**config.mk**
```make
export PLATFORM = sky130hd
export DESIGN_NAME = board_test_ctrl
export DESIGN_NICKNAME = d
export VERILOG_FILES = /design/src/rtl/bt_pkg.sv /design/src/rtl/bt_edge_sync.sv /design/src/rtl/bt_cmd_decode.sv /design/src/rtl/bt_nand_chain.sv /design/src/rtl/board_test_ctrl.sv
export SDC_FILE = /design/constraint.sdc
export NUM_CORES = 1
export LEC_CHECK = 0
export BUFFER_PORTS_ARGS = -buffer_cell sky130_fd_sc_hd__buf_4
export CAP_MARGIN = 20
export CORE_AREA = 2 2 39 41
export DETAILED_ROUTE_END_ITERATION = 10
export DIE_AREA = 0 0 41 43
export PLACE_DENSITY = 0.59
export SLEW_MARGIN = 20
export SYNTH_ARGS = -nofsm -noshare
export SYNTH_HDL_FRONTEND = slang
export SYNTH_SLANG_ARGS = --single-unit
```
**constraint.sdc**
```tcl
create_clock -name clk_i -period 1.1 [get_ports clk_i]
set_input_delay 0.055 -clock clk_i [delete_from_list [all_inputs] [get_ports clk_i]]
set_output_delay 0.055 -clock clk_i [all_outputs]
set_load 0.005 [all_outputs]
```
**src/rtl/bt_pkg.sv**
```systemverilog
package bt_pkg;
  localparam int unsigned CMD_W = 8;
  typedef logic [CMD_W-1:0] cmd_t;
  localparam cmd_t CMD_TREE_ON  = 8'h02;
  localparam cmd_t CMD_TREE_OFF = 8'h00;
endpackage

```
**src/rtl/bt_edge_sync.sv**
```systemverilog
module bt_edge_sync #(
  parameter int unsigned STAGES = 2
) (
  input  logic clk_i,
  input  logic rst_ni,
  input  logic async_i,
  output logic rise_o
);
  logic [STAGES-1:0] sync_q;
  logic              last_q;

  for (genvar g = 0; g < STAGES; g++) begin : g_stage
    always_ff @(posedge clk_i or negedge rst_ni) begin
      if (!rst_ni) sync_q[g] <= 1'b0;
      else if (g == 0) sync_q[g] <= async_i;
      else sync_q[g] <= sync_q[(g == 0) ? 0 : g-1];
    end
  end

  always_ff @(posedge clk_i or negedge rst_ni) begin
    if (!rst_ni) last_q <= 1'b0;
    else         last_q <= sync_q[STAGES-1];
  end

  assign rise_o = sync_q[STAGES-1] & ~last_q;
endmodule

```
**src/rtl/bt_cmd_decode.sv**
```systemverilog
module bt_cmd_decode
  import bt_pkg::*;
(
  input  logic clk_i,
  input  logic rst_ni,
  input  logic rise_i,
  input  logic sel_a_i,
  input  logic sel_b_i,
  input  cmd_t cmd_i,
  output logic mode_o
);
  logic qual;
  logic mode_q;

  assign qual = rise_i & ~sel_a_i & sel_b_i;

  always_ff @(posedge clk_i or negedge rst_ni) begin
    if (!rst_ni) mode_q <= 1'b0;
    else if (qual) begin
      if (cmd_i == CMD_TREE_ON)       mode_q <= 1'b1;
      else if (cmd_i == CMD_TREE_OFF) mode_q <= 1'b0;
    end
  end

  assign mode_o = mode_q;

  assert_on_code_R3: assert property (@(posedge clk_i) disable iff (!rst_ni)
    $rose(mode_q) |-> $past(rise_i && !sel_a_i && sel_b_i && cmd_i == 8'h02));

  assert_off_code_R4: assert property (@(posedge clk_i) disable iff (!rst_ni)
    $fell(mode_q) |-> $past(rise_i && !sel_a_i && sel_b_i && cmd_i == 8'h00));

  assert_unknown_code_R5: assert property (@(posedge clk_i) disable iff (!rst_ni)
    (rise_i && !sel_a_i && sel_b_i && cmd_i != 8'h02 && cmd_i != 8'h00) |=> $stable(mode_q));

  assert_unqualified_R6: assert property (@(posedge clk_i) disable iff (!rst_ni)
    (!rise_i || sel_a_i || !sel_b_i) |=> $stable(mode_q));
endmodule

```
**src/rtl/bt_nand_chain.sv**
```systemverilog
module bt_nand_chain #(
  parameter int unsigned N_IN = 16
) (
  input  logic [N_IN-1:0] in_i,
  output logic            out_o
);
  // Inverting link between NAND stages: any low input latches the chain high.
  logic [N_IN-1:0] stage;

  assign stage[0] = ~in_i[0];
  for (genvar k = 1; k < N_IN; k++) begin : g_link
    assign stage[k] = ~(~stage[k-1] & in_i[k]);
  end

  assign out_o = stage[N_IN-1];
endmodule

```
**src/rtl/board_test_ctrl.sv**
```systemverilog
module board_test_ctrl
  import bt_pkg::*;
#(
  parameter int unsigned N_MON       = 16,
  parameter int unsigned SYNC_STAGES = 2
) (
  input  logic             clk_i,
  input  logic             rst_ni,
  input  logic             strobe_i,
  input  logic             sel_a_i,
  input  logic             sel_b_i,
  input  logic [CMD_W-1:0] cmd_i,
  input  logic             float_req_i,
  input  logic [N_MON-1:0] mon_i,
  input  logic             func_i,
  output logic             tree_o,
  output logic             tree_mode_o,
  output logic             out_en_o
);
  logic strobe_rise;
  logic mode;
  logic chain_out;

  bt_edge_sync #(.STAGES(SYNC_STAGES)) u_sync (
    .clk_i  (clk_i),
    .rst_ni (rst_ni),
    .async_i(strobe_i),
    .rise_o (strobe_rise)
  );

  bt_cmd_decode u_dec (
    .clk_i  (clk_i),
    .rst_ni (rst_ni),
    .rise_i (strobe_rise),
    .sel_a_i(sel_a_i),
    .sel_b_i(sel_b_i),
    .cmd_i  (cmd_i),
    .mode_o (mode)
  );

  bt_nand_chain #(.N_IN(N_MON)) u_chain (
    .in_i (mon_i),
    .out_o(chain_out)
  );

  assign tree_o      = mode ? chain_out : func_i;
  assign tree_mode_o = mode;
  assign out_en_o    = ~float_req_i;

  assert_tree_nand_R7: assert property (@(posedge clk_i) disable iff (!rst_ni)
    mode |-> (tree_o == ~(&mon_i)));

  assert_func_pass_R8: assert property (@(posedge clk_i) disable iff (!rst_ni)
    !mode |-> (tree_o == func_i));
endmodule

```
==> metrics list <==
- Post-Place Cell Area: between 400 and 500 µm²
- Worst-case register-to-register setup slack: -0.05 ns
- On the final layout, the worst clock skew is between 0.002 and 0.0025 ns.
* Req. time, crit path: between 1 and 1.5 ns
- From bottom edge to top edge, the die measures around 43 µm.
- The worst pin sits at a relative slew slack of 86.3%.
* Final Max Tran Viols: 0
- After layout, the worst setup slack is -0.0793 ns.
* Total of flip-flops plus latches after synthesis: 4
* Synth cell types: 11
* Internal power consumption: roughly 0.36 mW
- STA classifies the critical path startpoint as a register.
- In this run the critical register-to-register path is captured at u_dec.mode_o.
- Setup violations remaining at the end of the flow were counted as 2.
* Clock network fraction of design power: approximately two fifths
- Port buffering added 33 buffers.
- Yosys printed 0 warnings.
* Post-synthesis instance area: around 200 µm²
- Std-Cell Rows: 14
- Net switching is 19.5% of the power.
- The HPWL after detailed placement is ~550 µm.
- First-pass iteration count of the detailed router: 2
- Of the total synthesized cell area, the portion taken by full adders, half adders and majority gates is 0%.
* Inst Count DP: 67
- At the end of the flow, the number of nets in the layout was a little under 90.
- Classification of the worst-slack hold path: input pin to register
* Share of final-layout standard cells stronger than drive strength 1: between 70% and 80%
- Critical register-to-register path startpoint: u_sync.last_q
* Synthesized instance count: 17
* Final Core Density: approximately 38%
- Post-route design area: around 520 µm²
- The first global-routing pass estimated a little under 900 µm of wire.
- For this design the total switching power over the nets is approximately 0.087 mW.
- Result of the run: finished with violations
- Setup repair after global routing could not meet its margin everywhere.
- Timing would allow up to roughly 0.85 GHz.
- The final layout contains routed wiring with a total length of between 600 and 700 µm.
- Worst hold slack after final layout: roughly 0.054 ns
* P&R area growth vs syn: 167%
* Mean cell area of the mapped netlist: between 10 and 15 µm²
* Remaining DRCs: 0
- For this block, the via count after detailed routing is about 280.
- Clock-pin slew on the worst setup and hold paths: roughly 0.04 ns
- The via count of the first global-routing pass is approximately 270.
- Most common cell after layout, fill and taps aside: buf_4
* Hold Crit Depth: 2
- CTS H-tree lvls: 1
* Global-route usage over all layers: approximately 7.6%
- Summing the areas of all compound-gate instances in the mapped netlist gives under 10% of the synthesized area.
* CP endpoint kind: primary output
- The tree is rooted in a clkbuf_4.
* Commonest non-fill, non-tap cells in the layout: buf_4 (34), dfrtp_1 (4), nand4_1 (3), clkbuf_4 (3)
- IR analysis of the VDD net gives a maximum drop of 807 µV.
- Share of the clock period used by the worst path after layout: 107%
- Final cell count without fillers: approximately 70
* Overall overflow remaining after global route: 0
- The number of clock buffers added by TritonCTS is 3.
- Using the TritonRoute via totals, the vias-per-cell ratio works out to between 3 and 4.
- Count of antenna diodes in the layout: 0
- Startpoint-to-endpoint class of the critical path: register to primary output
* Failing checks: setup timing
- WP data arrival: roughly 1.1 ns
- Clock tree from TritonCTS: yes
- Routed len/inst: 9.08 µm
- Entering global routing, the biggest net connects 5 pins.
- Clock tree synthesis found a total of 4 sinks.
- In this run the deepest clock path goes through 2 buffers.
- Hold path startpoint: cmd_i[1]
* Power share of the sequential group: 35.0%
* Starting DRT DRC Count: 1
- Number of buffers inserted to repair setup after CTS: 0
* Basic-gate share of the synthesized area counting and, or, nand and nor cells: ~37%
* Post-synthesis net count: 48
- Number of antenna violations at the first check in global routing: 0
- For this design the top-level I/O count stands at 34.
* Dominant combinational cell family by area after synthesis: simple AND/OR/NAND/NOR gates
* P per Cell Area: roughly 850 nW/µm²
- Final worst path period need: between 1 and 1.5 ns
- The region available for standard cell placement spans roughly 1400 µm².
- Mux share of post-synthesis cell area: roughly 5.7%
* XOR/XNOR Fraction of Synth Area: 0%
* Post-synthesis sequential area ratio: about half
- The number of hold violations in the final report was 0.
- Initial Util: 14.2%
* R2R cell count: 3
- Max-cap violations: 0
- The congestion estimate from routability-driven global placement came to 0.534.
- Horizontal die dimension: 41 µm
- Slew @ Worst Pin: ~0.2 ns
- Area of the die: around 1800 µm²
* Top fanout value on the critical path: 2
* Worst-case hold path end point: u_dec.mode_o
* Number of routed nets with antenna violations: 0
- Standby leakage power: approximately 0.26 nW
* Worst Setup Slack post-DPL: -0.0593 ns
- Insertion delay to the later sink of the worst-skew pair: 0.23 ns
- The share of total power dissipated in combinational logic is about 24%.
## cell usage after synthesis (all sizes together)
cell | number | share of area (%)
a41oi | 1 | 4.5
dfrtp | 4 | 51
inv | 1 | 1.9
mux2 | 1 | 5.7
nand2 | 1 | 1.9
nand3 | 1 | 2.5
nand4 | 3 | 9.6
nor2 | 1 | 1.9
nor3 | 1 | 2.5
nor4 | 1 | 3.2
nor4b | 2 | 15
## critical path, stage by stage, from the launching register on
cell     delay, ns
dfrtp_1       0.34
nand4_1       0.10
nor4_2        0.15
a41oi_1       0.14
buf_4         0.16
## metal layers
layer | wire (µm) | global-route usage (%) | vias up
met5 | 0 | 0 | -
met4 | 0 | 2.00 | 0
met3 | 142 | 6.28 | 0
met2 | 301 | 12.8 | 20
met1 | 210 | 6.21 | 116
li1 | - | - | 148
## worst max path at each step
stage | slack, ns | to | from
finish | -0.08 | tree_o | u_dec.mode_o
global placement | -0.02 | u_dec.mode_o | u_sync.last_q
global route | -0.18 | tree_o | u_dec.mode_o
floorplan | -0.01 | u_dec.mode_o | u_sync.last_q
detailed placement | -0.06 | u_dec.mode_o | u_sync.last_q
CTS | -0.1 | tree_o | u_dec.mode_o
## state kept, by name, indices dropped and copies added, names as in the netlist
name and count:
u_sync.sync_q 2, u_sync.last_q 1, u_dec.mode_o 1
## stage by stage
step                      power, mW  setup TNS, ns
after floorplan               0.168        -0.0101
after global placement        0.260        -0.0240
after detailed placement      0.261        -0.0593
after CTS                     0.457         -0.164
after global routing          0.473         -0.266
final                         0.447         -0.131
## what timing repair did
item	4_1_cts	5_1_grt
hold buffers	2	0
endpoints found under the setup margin	2	2
resized for setup	2	0
pin swaps	3	1
endpoints found under the hold margin	5	0
## cells by family (layout without fill, tap and decap cells)
logic type,Yosys count,after routing
compound gates,1,1
buf+inv,1,40
flops,4,4
mux,1,1
simple gates,10,10
## area by class of cell
cell class	count	area (µm²)
fillers	145	860
repair buffers	36	275
multi-input cells	12	103
flip-flops and latches	4	100
clock buffers	3	22.5
well taps	16	20.0
inverters	1	3.75
## power groups by stage
stage          clock network [mW]  logic, mW  registers, mW
2_1_floorplan                   0     0.0105          0.158
3_3_place_gp                    0      0.102          0.158
3_5_place_dp                    0      0.103          0.158
4_1_cts                     0.190      0.110          0.156
5_1_grt                     0.197      0.119          0.157
6_report                    0.182      0.109          0.156
Power figures use the tool's default switching activity.
